===== config.mk =====
export PLATFORM = sky130hd
export DESIGN_NAME = regproxy
export DESIGN_NICKNAME = d
export VERILOG_FILES = /design/src/rtl/regproxy.sv
export SDC_FILE = /design/constraint.sdc
export NUM_CORES = 1
export LEC_CHECK = 0
export BUFFER_PORTS_ARGS = -buffer_cell sky130_fd_sc_hd__buf_2
export CORE_ASPECT_RATIO = 1.25
export CORE_UTILIZATION = 49
export CTS_BUF_LIST = sky130_fd_sc_hd__clkbuf_8
export CTS_CLUSTER_DIAMETER = 200
export DETAILED_ROUTE_END_ITERATION = 7
export PLACE_DENSITY = 0.83
export SYNTH_ARGS = -nofsm -noshare
export SYNTH_HDL_FRONTEND = slang
export SYNTH_SLANG_ARGS = --single-unit
export TNS_END_PERCENT = 100

===== constraint.sdc =====
create_clock -name clk -period 2.23 [get_ports clk]
set_input_delay 0.1115 -clock clk [delete_from_list [all_inputs] [get_ports clk]]
set_output_delay 0.1115 -clock clk [all_outputs]
set_load 0.01 [all_outputs]

===== src/rtl/regproxy.sv =====
module regproxy #(
  parameter int AW = 12,
  parameter int TW = 16,
  parameter logic [AW-1:0] DATA_OFS = 'hF00,
  parameter logic [AW-1:0] CMD_OFS  = 'hF04
) (
  input  logic          clk,
  input  logic          rst_n,
  input  logic          hst_wr,
  input  logic [AW-1:0] hst_addr,
  input  logic [31:0]   hst_wdata,
  output logic [31:0]   hst_rdata,
  input  logic [TW-1:0] tmo_limit,
  input  logic [2:0]    dom_rdy,
  output logic          bk_req,
  output logic          bk_we,
  output logic [1:0]    bk_dom,
  output logic [22:0]   bk_addr,
  output logic [31:0]   bk_wdata,
  input  logic          bk_ack,
  input  logic [31:0]   bk_rdata
);

  logic          start_q, err_q, ld_q;
  logic [1:0]    dom_q;
  logic [22:0]   ofs_q;
  logic [31:0]   word_q;
  logic [TW-1:0] cnt_q;

  wire dom_ok  = (dom_q == 2'd3) ? &dom_rdy : dom_rdy[dom_q];
  wire fin     = bk_req & bk_ack;
  wire expire  = start_q & ~fin & (cnt_q == tmo_limit);
  wire wr_word = hst_wr & (hst_addr == DATA_OFS) & ~start_q;
  wire wr_cmd  = hst_wr & (hst_addr == CMD_OFS) & ~start_q;

  assign bk_req   = start_q & dom_ok;
  assign bk_we    = ~ld_q;
  assign bk_dom   = dom_q;
  assign bk_addr  = ofs_q;
  assign bk_wdata = word_q;

  always_comb begin
    if (hst_addr == DATA_OFS)
      hst_rdata = word_q;
    else if (hst_addr == CMD_OFS)
      hst_rdata = {start_q, err_q, dom_q, 3'b000, ld_q, 1'b0, ofs_q};
    else
      hst_rdata = '0;
  end

  always_ff @(posedge clk) begin
    if (!rst_n) begin
      start_q <= 1'b0;
      err_q   <= 1'b0;
      ld_q    <= 1'b0;
      dom_q   <= '0;
      ofs_q   <= '0;
      cnt_q   <= '0;
    end else if (wr_cmd) begin
      start_q <= hst_wdata[31];
      dom_q   <= hst_wdata[29:28];
      ld_q    <= hst_wdata[24];
      ofs_q   <= hst_wdata[22:0];
      cnt_q   <= '0;
      if (hst_wdata[30]) err_q <= 1'b0;
    end else if (start_q) begin
      if (fin) begin
        start_q <= 1'b0;
      end else if (expire) begin
        start_q <= 1'b0;
        err_q   <= 1'b1;
      end else begin
        cnt_q <= cnt_q + 1'b1;
      end
    end
  end

  always_ff @(posedge clk) begin
    if (!rst_n)
      word_q <= '0;
    else if (wr_word)
      word_q <= hst_wdata;
    else if (fin && ld_q)
      word_q <= bk_rdata;
  end

  AST_CMD_HELD: assert property (@(posedge clk) disable iff (!rst_n)
    start_q |=> (!start_q || ($stable(bk_addr) && $stable(bk_dom) && $stable(bk_we))));
  AST_WORD_HELD: assert property (@(posedge clk) disable iff (!rst_n)
    (start_q && !(bk_req && bk_ack && !bk_we)) |=> $stable(bk_wdata));
  AST_ACK_ENDS: assert property (@(posedge clk) disable iff (!rst_n)
    (bk_req && bk_ack) |=> !start_q);
  AST_LOAD_CAPTURE: assert property (@(posedge clk) disable iff (!rst_n)
    (bk_req && bk_ack && !bk_we) |=> (word_q == $past(bk_rdata)));
  AST_ERR_ON_ABORT: assert property (@(posedge clk) disable iff (!rst_n)
    $rose(err_q) |-> ($fell(start_q) && !$past(bk_ack)));

endmodule


# Yosys cells after proc, flatten, opt, wreduce, memory -nomap -nowiden
# Cells that the tools add are included.
# word_totals
in_bits,99
register_bits,76
# op_classes
mux,16
n_reduce_logical,8
n_addsub,1
n_lt_le_gt_ge,1
eq_ne,6
bitwise,13
# ops
cell,count
$mux W32,4
$eq A12 B12 Y1 const B,2
$add A16 B1 Y16 const B,1
$eq A16 B16 Y1,1
$mux W1,11
$and A1 B1 Y1,8
$reduce_and A3 Y1,2
$reduce_bool A2 Y1,3
$not A1 Y1,5
$reduce_and A4 Y1,1
$lt A2 B3 Y1 const B,1
$bmux W1 S2,1
$eq A2 B2 Y1 const B,1
$ne A2 B1 Y1 const B,1
$ne A2 B2 Y1 const B,1
$reduce_or A2 Y1,1
$logic_and A1 B1 Y1,1

# Longest topological paths before layout
# Gate-level depths: netlist of the first run.
# logic_depth
word_depth,12
depth_mapped,8
ltp_nobuf,5

# Worst setup path before layout of the first run
# OpenSTA, ideal clock, no wires.
# synth_path
kind,reg-to-reg
startpoint,"reg dom_q[1], in the netlist bk_dom[1]"
endpoint,reg cnt_q[12]
path_slack_ns,0.559
path_stages_with_launch,8
t_arrival_ns,1.539
required_time_ns,2.098
n_path_buf,2
path_cell_list,dfxtp_1 -> nand2b_1 -> a21boi_2 -> o21ai_2 -> buf_4 -> buf_4 -> o31ai_1 -> a21oi_1
# synth_between
elab_chain_cells,10
elab_cells_between_ends,11
# synth_lines
item,line,source
from (decl),25,logic [1:0] dom_q;
from (signal assigned),61,dom_q <= hst_wdata[29:28];
$bmux W1 S2,30,wire dom_ok = (dom_q == 2'd3) ? &dom_rdy : dom_rdy[dom_q];
$mux W1 (not written as such),30,
$mux W1 (*),30,
$and A1 B1 Y1 (*),36,assign bk_req = start_q & dom_ok;
$and A1 B1 Y1 (*),31,wire fin = bk_req & bk_ack;
$not A1 Y1 (no source line) (*),n/a,
$and A1 B1 Y1 (2 in a row),32,wire expire = start_q & ~fin & (cnt_q == tmo_limit);
$not A1 Y1 (no source line),n/a,
$reduce_and A3 Y1 (no source line) (*),n/a,
to (signal assigned),73,cnt_q <= cnt_q + 1'b1;
to (decl),28,logic [TW-1:0] cnt_q;
# Every way passes the cells marked *; elsewhere a longest branch is shown, timed or not. The select of a mux whose other input is x is not followed.
# A chain may end at the register's enable or synchronous reset.

# Final worst setup path of the first run
# layout_path
startpoint,"reg dom_q[0], in the netlist bk_dom[0]"
endpoint,reg cnt_q[5]
# Same word-level chain as after synthesis.

==> metrics.csv, run 1 <==
metric,value,unit
die_y,105.5,microns
dieWidth,84.81,microns
finClkSkew,7.571,ps
relSlewSlack,0.6068,
tightest_slew,585.3,ps
clock_sinks,76,
cts-resized-gates,0,
routed_wl,12030,microns
io_buffers,189,
cp_data_arrival_time,2220,ps
synth_cells,475,
violations,DRC,
status,finished with violations,
start_util,0.5069,
place.gp.congestion,0.8589,
cts-root-buf,clkbuf_8,
nets,753,
place_ws,294.8,ps
io_pins,190,
grt_pass1_wl,19350,microns
dieArea,8949,sq um
setup-tns-final,0,ps
synth.avg_cell_area,8.843,sq um
max_cap_violations,0,
syn_area,4200,sq um
hpwl,8885,microns
vias_per_cell,5.713,
synth_ff_type,dfxtp_1,
placed_cell_area,5235,sq um
clk_pin_slew,80,ps
remaining_drc_errors,8,
rsz0062_at_grt,false,
critPathMaxFanout,27,
first_global_vias,4016,
hp-class,input port to register,
synthArstFlopShare,0,
leakagePower,2.954,nW
cts_tree,built,
post_cts_buffers,0,
stdcell_area,5448,sq um
ir_worst_vdd,0.3163,mV
yosys_warnings,0,
vias,4313,
ys_types,44,
numCtsBuffers,9,
setup_violations,0,
synth-edff-count,0,
drt_iter0_markers,194,
critical_path_class,register to register,
cts_hold_buffers,0,
worst_slack,274.1,ps
ys_ff_latch,76,
grt_overflow_total,0,
ctsHtreeMaxLevel,3,
ant_nets,0,
worst_setup_path_start_kind,register,
syn_nets,575,
layout-drive-gt1-share,0.3511,
endpoint_kind,register,
hold_violations,0,
drv_slew,0,
antenna_found_initial,0,
fmax,511.3,MHz
cts.path.max_buffers,2,
clock_latency,340,ps
dr.pass1.iters,7,
grt_max_degree,34,
required,2490,ps
area_growth_syn_to_layout,29.70,%
power_density,486.0,nW/um^2
grt_util_all_layers,0.2703,
n_antenna_cell,0,
core-area,8287,sq um
post-route-min-period,1956,ps
synth-seq-area-share,0.3622,
placementRows,37,
fin_crit_sh,0.8771,
wl_per_cell,15.93,microns
-- layer usage --
metal | wire, microns | up-vias | GRT usage
met2 | 6037 | 178 | 0.4611
met4 | 273 | 0 | 0.1186
met5 | 0 | - | 0
met1 | 4980 | 2026 | 0.3278
met3 | 738 | 22 | 0.05403
li1 | - | 2087 | -
-- power breakdown --
| part | total, W | switching (W) | internal, W |
|---|---|---|---|
| Clock | 0.00109 | 0.000484 | 0.000605 |
| Combinational | 0.000203 | 0.0000951 | 0.000107 |
| Sequential | 0.00136 | 0.000000147 | 0.00136 |
-- kinds of logic (layout without fill, tap and decap cells) --
group,after synthesis,after routing,share of synthesized area
compound gates,126,126,0.2178
simple gates,153,153,0.1921
xor+xnor,16,16,0.03336
flops,76,76,0.3622
mux,61,61,0.1454
buf+inv,42,225,0.04617
fa+ha+maj,1,1,0.002978
-- cell usage after synthesis, types with 2 or more instances --
master    number  area [sq um]
nor4_4         2         42.54
dfxtp_1       76          1521
nor3_1         3         15.01
nor2_1        31         116.4
nand2_1       58         217.7
o211ai_1       3         22.52
inv_1          2         7.510
mux2i_1       61         610.6
o31a_1         2         17.52
and2_1         2         12.51
and3_1         2         12.51
a21boi_0      26         195.2
or3_1          5         31.28
o211a_1       33         330.3
nor4_1         2         12.51
o21a_1         2         15.01
nor3b_1        5         37.54
and4_1         3         26.28
nand4_1        8         50.05
xnor2_1       16         140.1
buf_2         17         85.08
or4_1          8         60.06
nand3_1       12         60.06
o21ai_0        7         35.03
o31ai_1        8         60.06
buf_1          8         30.03
clkbuf_1      11         41.29
a21oi_1       12         60.06
buf_4          4         30.03
nand2b_1       3         18.77
o21ai_1       30         150.1
-- worst max-delay path, stage by stage, from the launching register on --
cell and delay [ps]:
dfxtp_1 350, nor3_1 240, nand4b_1 300, o21ai_2 70
buf_4 230, or4_1 520, a21oi_1 160
-- registers in the layout (all words and copies together), names as in the netlist --
| register | count |
|---|---|
| bk_wdata | 32 |
| bk_dom | 2 |
| bk_addr | 23 |
| cnt_q | 16 |
| start_q | 1 |
| ld_q | 1 |
| err_q | 1 |
-- layout by cell type (no fill, tap or decap), drive strengths merged, types with 2 or more instances in the layout --
cell type    n
or4          8
nor3b        5
o31ai        8
and4         3
mux2i       61
xnor2       16
buf        207
nand2b       3
nand3       13
nand4        8
clkbuf      12
nor3         4
a21boi      27
or3          5
o211ai       3
nor2        31
dfxtp       76
nand2       58
inv          3
nor4         5
and2         2
clkinv       2
o31a         2
o21ai       38
o21a         2
and3         2
a21oi       12
o211a       33
-- path summary, 6_finish.rpt --
path | to | start | cells after the start | slack, ps
worst max-delay path | cnt_q[5]$_SDFFE_PP0P_ | bk_dom[0]$_SDFFE_PN0P_ | 6 | 270
worst min-delay path | bk_addr[16]$_SDFFE_PN0P_ | hst_wdata[16] | 3 | 30
worst max register to register | cnt_q[5]$_SDFFE_PP0P_ | bk_dom[0]$_SDFFE_PN0P_ | 6 | 270
worst min register to register | bk_addr[15]$_SDFFE_PN0P_ | bk_addr[15]$_SDFFE_PN0P_ | 2 | 480
-- metrics by stage --
step           hold WS (ps)    util  std cells  power, W
6_report              29.47  0.6574        755  0.002648
3_3_place_gp          374.6  0.6317        739  0.001586
5_1_grt               22.68  0.6574        755  0.002746
3_5_place_dp          384.5  0.6317        739  0.001589
2_1_floorplan         258.9       -        475  0.001476
4_1_cts               12.03  0.6574        755  0.002665
-- cell type report --
cell class | instances | area, sq um
fill | 693 | 2839
multi-input combinational | 357 | 2491
sequential | 76 | 1521
timing repair buffer | 207 | 1094
clock buffer | 12 | 165.2
tap | 97 | 121.4
clock inverter | 4 | 47.55
inverter | 2 | 7.507
No activity file was read; power rests on OpenSTA's default activity.
==> run 2, diff against run 1 <==
--- a/config.mk
+++ b/config.mk
@@ -7,11 +7,10 @@
 export LEC_CHECK = 0
 export BUFFER_PORTS_ARGS = -buffer_cell sky130_fd_sc_hd__buf_2
 export CORE_ASPECT_RATIO = 1.25
-export CORE_UTILIZATION = 49
-export CTS_BUF_LIST = sky130_fd_sc_hd__clkbuf_8
+export CORE_UTILIZATION = 48
 export CTS_CLUSTER_DIAMETER = 200
 export DETAILED_ROUTE_END_ITERATION = 7
-export PLACE_DENSITY = 0.83
+export PLACE_DENSITY_LB_ADDON = 0.25
 export SYNTH_ARGS = -nofsm -noshare
 export SYNTH_HDL_FRONTEND = slang
 export SYNTH_SLANG_ARGS = --single-unit
==> run 2 against run 1 <==
Compared with the run above:
- the flow now finishes without violations
- non-clock buffer count grew 10
- cell count grew 4.0%
- sequential share of layout area shrank 0.54 points
- core utilization grew 0.56 points
- critical path type unchanged
- critical endpoint is now cnt_q[4]$_SDFFE_PP0P_
==> metrics.csv, run 2 (synthesis gave the netlist of run 1 again) <==
metric,value,unit,change
hp-class,input port to register,,
relSlewSlack,0.6906,,+0.08383
post-route-min-period,1972,ps,+16.57 ps
holdCritStartpoint,hst_wdata[15],,
remaining_drc_errors,0,,-8
grt_util_all_layers,0.2701,,about the same
setup_violations,0,,unchanged
drv_slew,0,,unchanged
critPathMaxFanout,15,,-44%
finClkSkew,11.90,ps,+4.334 ps
final_common_cell,buf_2,,
setup-tns-final,0,ps,unchanged
ir_worst_vdd,0.3406,mV,+7.7%
sw_frac_of_total,0.2435,,+0.02482
vias,4245,,-1.6%
routed_wl,12130,microns,+0.84%
whs,11.09,ps,-18.38 ps
cts-root-buf,clkbuf_8,,
cp_data_arrival_time,2260,ps,+40 ps
hold_depth,3,,unchanged
place.gp.congestion,0.8119,,-5.5%
internal_power,0.001939,W,-6.3%
start_util,0.5013,,-0.005601
clock_sinks,76,,unchanged
grt_overflow_total,0,,unchanged
drt_iter0_markers,180,,-7.2%
rr_startpoint,bk_dom[1]$_SDFFE_PN0P_,,
reg2reg_slack,260,ps,-20 ps
pwr-share-seq,0.529,,+0.017
placementRows,37,,unchanged
rsz0062_at_grt,false,,
nFillCells,706,,+1.9%
leakagePower,2.980,nW,+0.87%
final_cell_mix,"189 x buf_2, 76 x dfxtp_1, 61 x mux2i_1, 58 x nand2_1, 33 x o211a_1",,
critical_path_class,register to register,,
cts.path.max_buffers,2,,unchanged
ant_nets,0,,unchanged
combinationalPowerShare,0.083,,+0.006
status,"finished, final reports clean",,
cts_tree,built,,
clk_pin_slew,90,ps,about the same
hpwl,8657,microns,-2.6%
nets,763,,+1.3%
io_pins,190,,unchanged
die_y,106.6,microns,+1.0%
largest_reg_flops,32,,unchanged
ctsHtreeMaxLevel,3,,unchanged
first_global_vias,4200,,+4.6%
endpoint_kind,register,,
hold_end,bk_addr[15]$_SDFFE_PN0P_,,
clock_latency,360,ps,+20 ps
crit_chain,nor3_1 -> nand4b_1 -> o21ai_2 -> buf_4 -> or4_1 -> a21oi_1,,
p_switching,0.0006242,W,+7.8%
dieArea,9131,sq um,+2.0%
numCtsBuffers,9,,unchanged
grt_max_degree,34,,unchanged
dr.pass1.iters,4,,-3
worst_setup_path_start_kind,register,,
power_density,461.4,nW/um^2,-5.1%
dieWidth,85.67,microns,+1.0%
p_clk_frac,0.388,,-0.023
antenna_found_initial,0,,unchanged
crit_slowest_cell,or4_1,,
tightest_slew,463.0,ps,-122.4 ps
area_growth_syn_to_layout,32.26,%,
max_cap_violations,0,,unchanged
n_antenna_cell,0,,unchanged
fmax,507.0,MHz,-0.84%
fin_crit_sh,0.8845,,+0.007429
wl_per_cell,15.45,microns,-3.0%
critPathMaxStageDelay,520,ps,about the same
core-area,8379,sq um,+1.1%
r2r-end,cnt_q[4]$_SDFFE_PP0P_,,
vias_per_cell,5.408,,-5.3%
required,2510,ps,+20 ps
reg2reg_depth,6,,unchanged
hold_violations,0,,unchanged
layout-drive-gt1-share,0.3503,,-0.0007644
grt_pass1_wl,19360,microns,about the same
io_buffers,189,,unchanged
-- run 2: cell types whose count changed in the layout (fill, tap and decap cells not counted) --
cell	previous run	this run
dlygate4sd3_1	0	8
clkinvlp_4	0	3
buf_12	1	2
buf_4	17	18
bufinv_16	1	0
clkbuf_8	12	11
inv_1	3	2
-- run 2: area by class of cell --
type | instances | area [sq um] | share of cell area
clock buffers | 11 | 151.4 | 0.02725
clock inverters | 5 | 36.28 | 0.006532
inverters | 2 | 7.507 | 0.001351
multi-input cells | 357 | 2491 | 0.4484
flip-flops and latches | 76 | 1521 | 0.2739
well taps | 117 | 146.4 | 0.02635
repair buffers | 217 | 1201 | 0.2162
-- run 2: through the flow --
stage / instance area, sq um / power (W) / util / instances / setup slack (ps)
finish: 5555 / 0.002563 / 0.6630 / 785 / 257.5
CTS: 5555 / 0.002580 / 0.6630 / 785 / 268.6
global placement: 5288 / 0.001587 / 0.6310 / 761 / 385.1
detailed placement: 5288 / 0.001590 / 0.6310 / 761 / 296.0
floorplan: 4200 / 0.001476 / - / 475 / 558.7
global route: 5555 / 0.002669 / 0.6630 / 785 / 66.14
-- run 2: routing by layer --
layer | vias to the layer above | GRT usage | part of all wire | wire length [microns]
met2 | 163 | 0.4743 | 0.50 | 6060
met3 | 27 | 0.04850 | 0.057 | 690
met4 | 0 | 0.1429 | 0.030 | 362
li1 | 2094 | - | - | -
met5 | - | 0 | 0 | 0
met1 | 1961 | 0.3099 | 0.41 | 5017
-- run 2: how the worst max path moves through the flow --
| stage | from | to | slack, ps | depth (start not counted) |
|---|---|---|---|---|
| 3_3_place_gp | bk_dom[1]$_SDFFE_PN0P_ | cnt_q[12]$_SDFFE_PP0P_ | 390 | 6 |
| 3_5_place_dp | bk_dom[1]$_SDFFE_PN0P_ | cnt_q[4]$_SDFFE_PP0P_ | 300 | 6 |
| 6_report | bk_dom[1]$_SDFFE_PN0P_ | cnt_q[4]$_SDFFE_PP0P_ | 260 | 6 |
| 5_1_grt | bk_dom[1]$_SDFFE_PN0P_ | cnt_q[4]$_SDFFE_PP0P_ | 70 | 6 |
| 4_1_cts | bk_dom[1]$_SDFFE_PN0P_ | cnt_q[4]$_SDFFE_PP0P_ | 270 | 6 |
| 2_1_floorplan | bk_dom[1]$_SDFFE_PN0P_ | cnt_q[12]$_SDFFE_PP0P_ | 560 | 7 |
-- run 2: repair_timing --
action                                 4_1_cts  5_1_grt
gates resized for setup                      0        0
setup buffers                                0        0
hold buffers                                 8        0
endpoints found under the hold margin        8        0
-- run 2: power groups by stage --
stage	Clock (W)	Sequential, W	Combinational, W
after floorplan	0	0.00139	0.0000877
after global placement	0	0.00139	0.000199
after detailed placement	0	0.00139	0.000202
after CTS	0.00101	0.00136	0.000214
after global routing	0.00108	0.00136	0.000231
final	0.000994	0.00136	0.000214
-- run 2: worst max-delay path, delay by kind of cell, from the launching register on --
family	cells	cell delay, ps
AOI/OAI and AO/OA	2	290
and+or+nand+nor	3	1020
DFF	1	370
buffers and inverters	1	200
==> run 3, diff against run 2 <==
--- a/config.mk
+++ b/config.mk
@@ -5,12 +5,14 @@
 export SDC_FILE = /design/constraint.sdc
 export NUM_CORES = 1
 export LEC_CHECK = 0
-export BUFFER_PORTS_ARGS = -buffer_cell sky130_fd_sc_hd__buf_2
+export CAP_MARGIN = 10
 export CORE_ASPECT_RATIO = 1.25
-export CORE_UTILIZATION = 48
+export CORE_UTILIZATION = 60
 export CTS_CLUSTER_DIAMETER = 200
 export DETAILED_ROUTE_END_ITERATION = 7
+export DONT_BUFFER_PORTS = 1
 export PLACE_DENSITY_LB_ADDON = 0.25
+export REMOVE_ABC_BUFFERS = 1
 export SYNTH_ARGS = -nofsm -noshare
 export SYNTH_HDL_FRONTEND = slang
 export SYNTH_SLANG_ARGS = --single-unit
==> run 3 against run 2 <==
Compared with the run above:
- count of clock-buffer cells in the layout fell by 1
- sequential power about the same
- largest power group unchanged
- critical path type unchanged
- via count shrank 11%
- clock skew about the same
- sequential share of layout area increased by 4.7 points
- largest cell class unchanged
- clock power grew 11%
- cell area is 15% lower
- first-iteration DRC count is 37% higher
- sequential cell count stayed put
==> metrics.csv, run 3 (synthesis gave the netlist of run 1 again) <==
metric,value,unit,change
status,"finished, final reports clean",,
holdCritStartpoint,hst_wdata[15],,
cts_tree,built,,
setup_violations,0,,unchanged
ir_worst_vdd,0.3847,mV,+13%
die_y,95.55,microns,-10%
layout-drive-gt1-share,0.07739,,-0.2729
numCtsBuffers,9,,unchanged
hpwl,7526,microns,-13%
start_util,0.6318,,+0.1306
reg2reg_slack,250,ps,about the same
routed_wl,11650,microns,-3.9%
dr.pass1.iters,5,,+1
grt_overflow_total,0,,unchanged
fmax,506.0,MHz,-0.19%
place.gp.congestion,0.7730,,-4.8%
io_pins,190,,unchanged
first_global_vias,3658,,-13%
endpoint_kind,register,,
antenna_found_initial,0,,unchanged
pwr-share-seq,0.524,,-0.005
dieWidth,76.84,microns,-10%
area_growth_syn_to_layout,12.93,%,
r2r-end,cnt_q[9]$_SDFFE_PP0P_,,
dieArea,7341,sq um,-20%
crit_slowest_cell,or4_1,,
cts-resized-gates,0,,unchanged
tightest_slew,551.9,ps,+88.87 ps
placementRows,33,,-11%
worst_setup_path_start_kind,register,,
vias,3791,,-11%
io_buffers,0,,-100%
final_common_cell,dfxtp_1,,
required,2510,ps,about the same
rsz0062_at_grt,false,,
remaining_drc_errors,0,,unchanged
hold_end,bk_wdata[15]$_SDFFE_PN0P_,,
final_cell_mix,"76 x dfxtp_1, 61 x mux2i_1, 58 x nand2_1, 33 x o211a_1, 31 x nor2_1",,
critPathMaxFanout,27,,+12
critPathMaxStageDelay,510,ps,about the same
n_antenna_cell,0,,unchanged
sw_frac_of_total,0.2294,,-0.01415
fin_crit_sh,0.8862,,+0.001681
power,0.002587,W,+0.92%
p_switching,0.0005933,W,-4.9%
combinationalPowerShare,0.050,,-0.033
clock_sinks,76,,unchanged
finClkSkew,11.68,ps,-0.2286 ps
drt_iter0_markers,247,,+37%
ctsHtreeMaxLevel,3,,unchanged
hold_depth,3,,unchanged
post-route-util,0.7135,,+0.05055
internal_power,0.001994,W,+2.8%
p_clk_frac,0.426,,+0.038
whs,23.28,ps,+12.20 ps
rr_startpoint,bk_dom[0]$_SDFFE_PN0P_,,
cts.path.max_buffers,2,,unchanged
place_ws,303.0,ps,+7.056 ps
largest_reg_flops,32,,unchanged
cts-root-buf,clkbuf_8,,
power_density,545.4,nW/um^2,+18%
vias_per_cell,6.559,,+21%
worst_slack,253.8,ps,-3.749 ps
cp_data_arrival_time,2260,ps,about the same
grt_max_degree,62,,+82%
setup-tns-final,0,ps,unchanged
leakagePower,2.148,nW,-28%
max_cap_violations,0,,unchanged
nFillCells,493,,-30%
drv_slew,0,,unchanged
reg2reg_depth,6,,unchanged
post-route-min-period,1976,ps,+3.749 ps
nets,586,,-23%
relSlewSlack,0.6313,,-0.05929
hp-class,input port to register,,
critical_path_class,register to register,,
core-area,6648,sq um,-21%
clk_pin_slew,90,ps,about the same
wl_per_cell,20.16,microns,+30%
clock_latency,360,ps,about the same
grt_pass1_wl,18180,microns,-6.1%
hold_violations,0,,unchanged
ant_nets,0,,unchanged
grt_util_all_layers,0.3177,,+0.04760
crit_chain,nor3_1 -> nand4b_1 -> o21ai_2 -> buf_4 -> or4_1 -> a21oi_1,,
-- run 3: what timing repair did --
action                    4_1_cts  5_1_grt
hold buffers                   28        0
setup buffers                   0        0
hold endpoints to repair       61        0
-- run 3: power by group through the flow --
stage               registers (W)  clock network [W]  logic [W]
CTS                       0.00136            0.00111   0.000127
global placement          0.00139                  0  0.0000688
floorplan                 0.00139                  0  0.0000608
global route              0.00136            0.00118   0.000137
finish                    0.00136            0.00110   0.000129
detailed placement        0.00139                  0  0.0000694
-- run 3: how the worst max path moves through the flow --
| stage | startpoint | to | slack (ps) | depth (start not counted) |
|---|---|---|---|---|
| 2_1_floorplan | start_q$_SDFF_PN0_ | bk_wdata[0]$_SDFFE_PN0P_ | -1260 | 4 |
| 3_3_place_gp | bk_dom[1]$_SDFFE_PN0P_ | cnt_q[15]$_SDFFE_PP0P_ | 350 | 6 |
| 3_5_place_dp | bk_dom[0]$_SDFFE_PN0P_ | cnt_q[15]$_SDFFE_PP0P_ | 300 | 6 |
| 4_1_cts | bk_dom[0]$_SDFFE_PN0P_ | cnt_q[9]$_SDFFE_PP0P_ | 260 | 6 |
| 5_1_grt | bk_dom[1]$_SDFFE_PN0P_ | cnt_q[14]$_SDFFE_PP0P_ | 130 | 6 |
| 6_report | bk_dom[0]$_SDFFE_PN0P_ | cnt_q[9]$_SDFFE_PP0P_ | 250 | 6 |
-- run 3: layer usage --
layer / track usage / vias to the layer above / wire length, microns
li1: - / 1750 / -
met1: 0.3659 / 1811 / 4541
met2: 0.5565 / 202 / 6026
met3: 0.07560 / 28 / 786
met4: 0.1490 / 0 / 297
met5: 0 / - / 0
-- run 3: through the flow --
step | cell area, sq um | instances
after floorplan | 4014 | 435
after global placement | 4244 | 534
after detailed placement | 4244 | 534
after CTS | 4743 | 578
after global routing | 4743 | 578
final | 4743 | 578
-- run 3: worst max-delay path, delay by kind of cell (launching register included) --
family                 cells  cell delay (ps)
AND/OR/NAND/NOR            3             1050
flip-flops                 1              380
AO/OA/AOI/OAI              2              230
buffers and inverters      1              220
-- run 3: layout make-up --
| class | count | area [sq um] | share of cell area |
|---|---|---|---|
| multi-input cells | 357 | 2491 | 0.5252 |
| flip-flops and latches | 76 | 1521 | 0.3208 |
| repair buffers | 40 | 405.4 | 0.08547 |
| clock buffers | 10 | 137.6 | 0.02902 |
| well taps | 87 | 108.9 | 0.02295 |
| clock inverters | 6 | 71.32 | 0.01504 |
| inverters | 2 | 7.507 | 0.001583 |
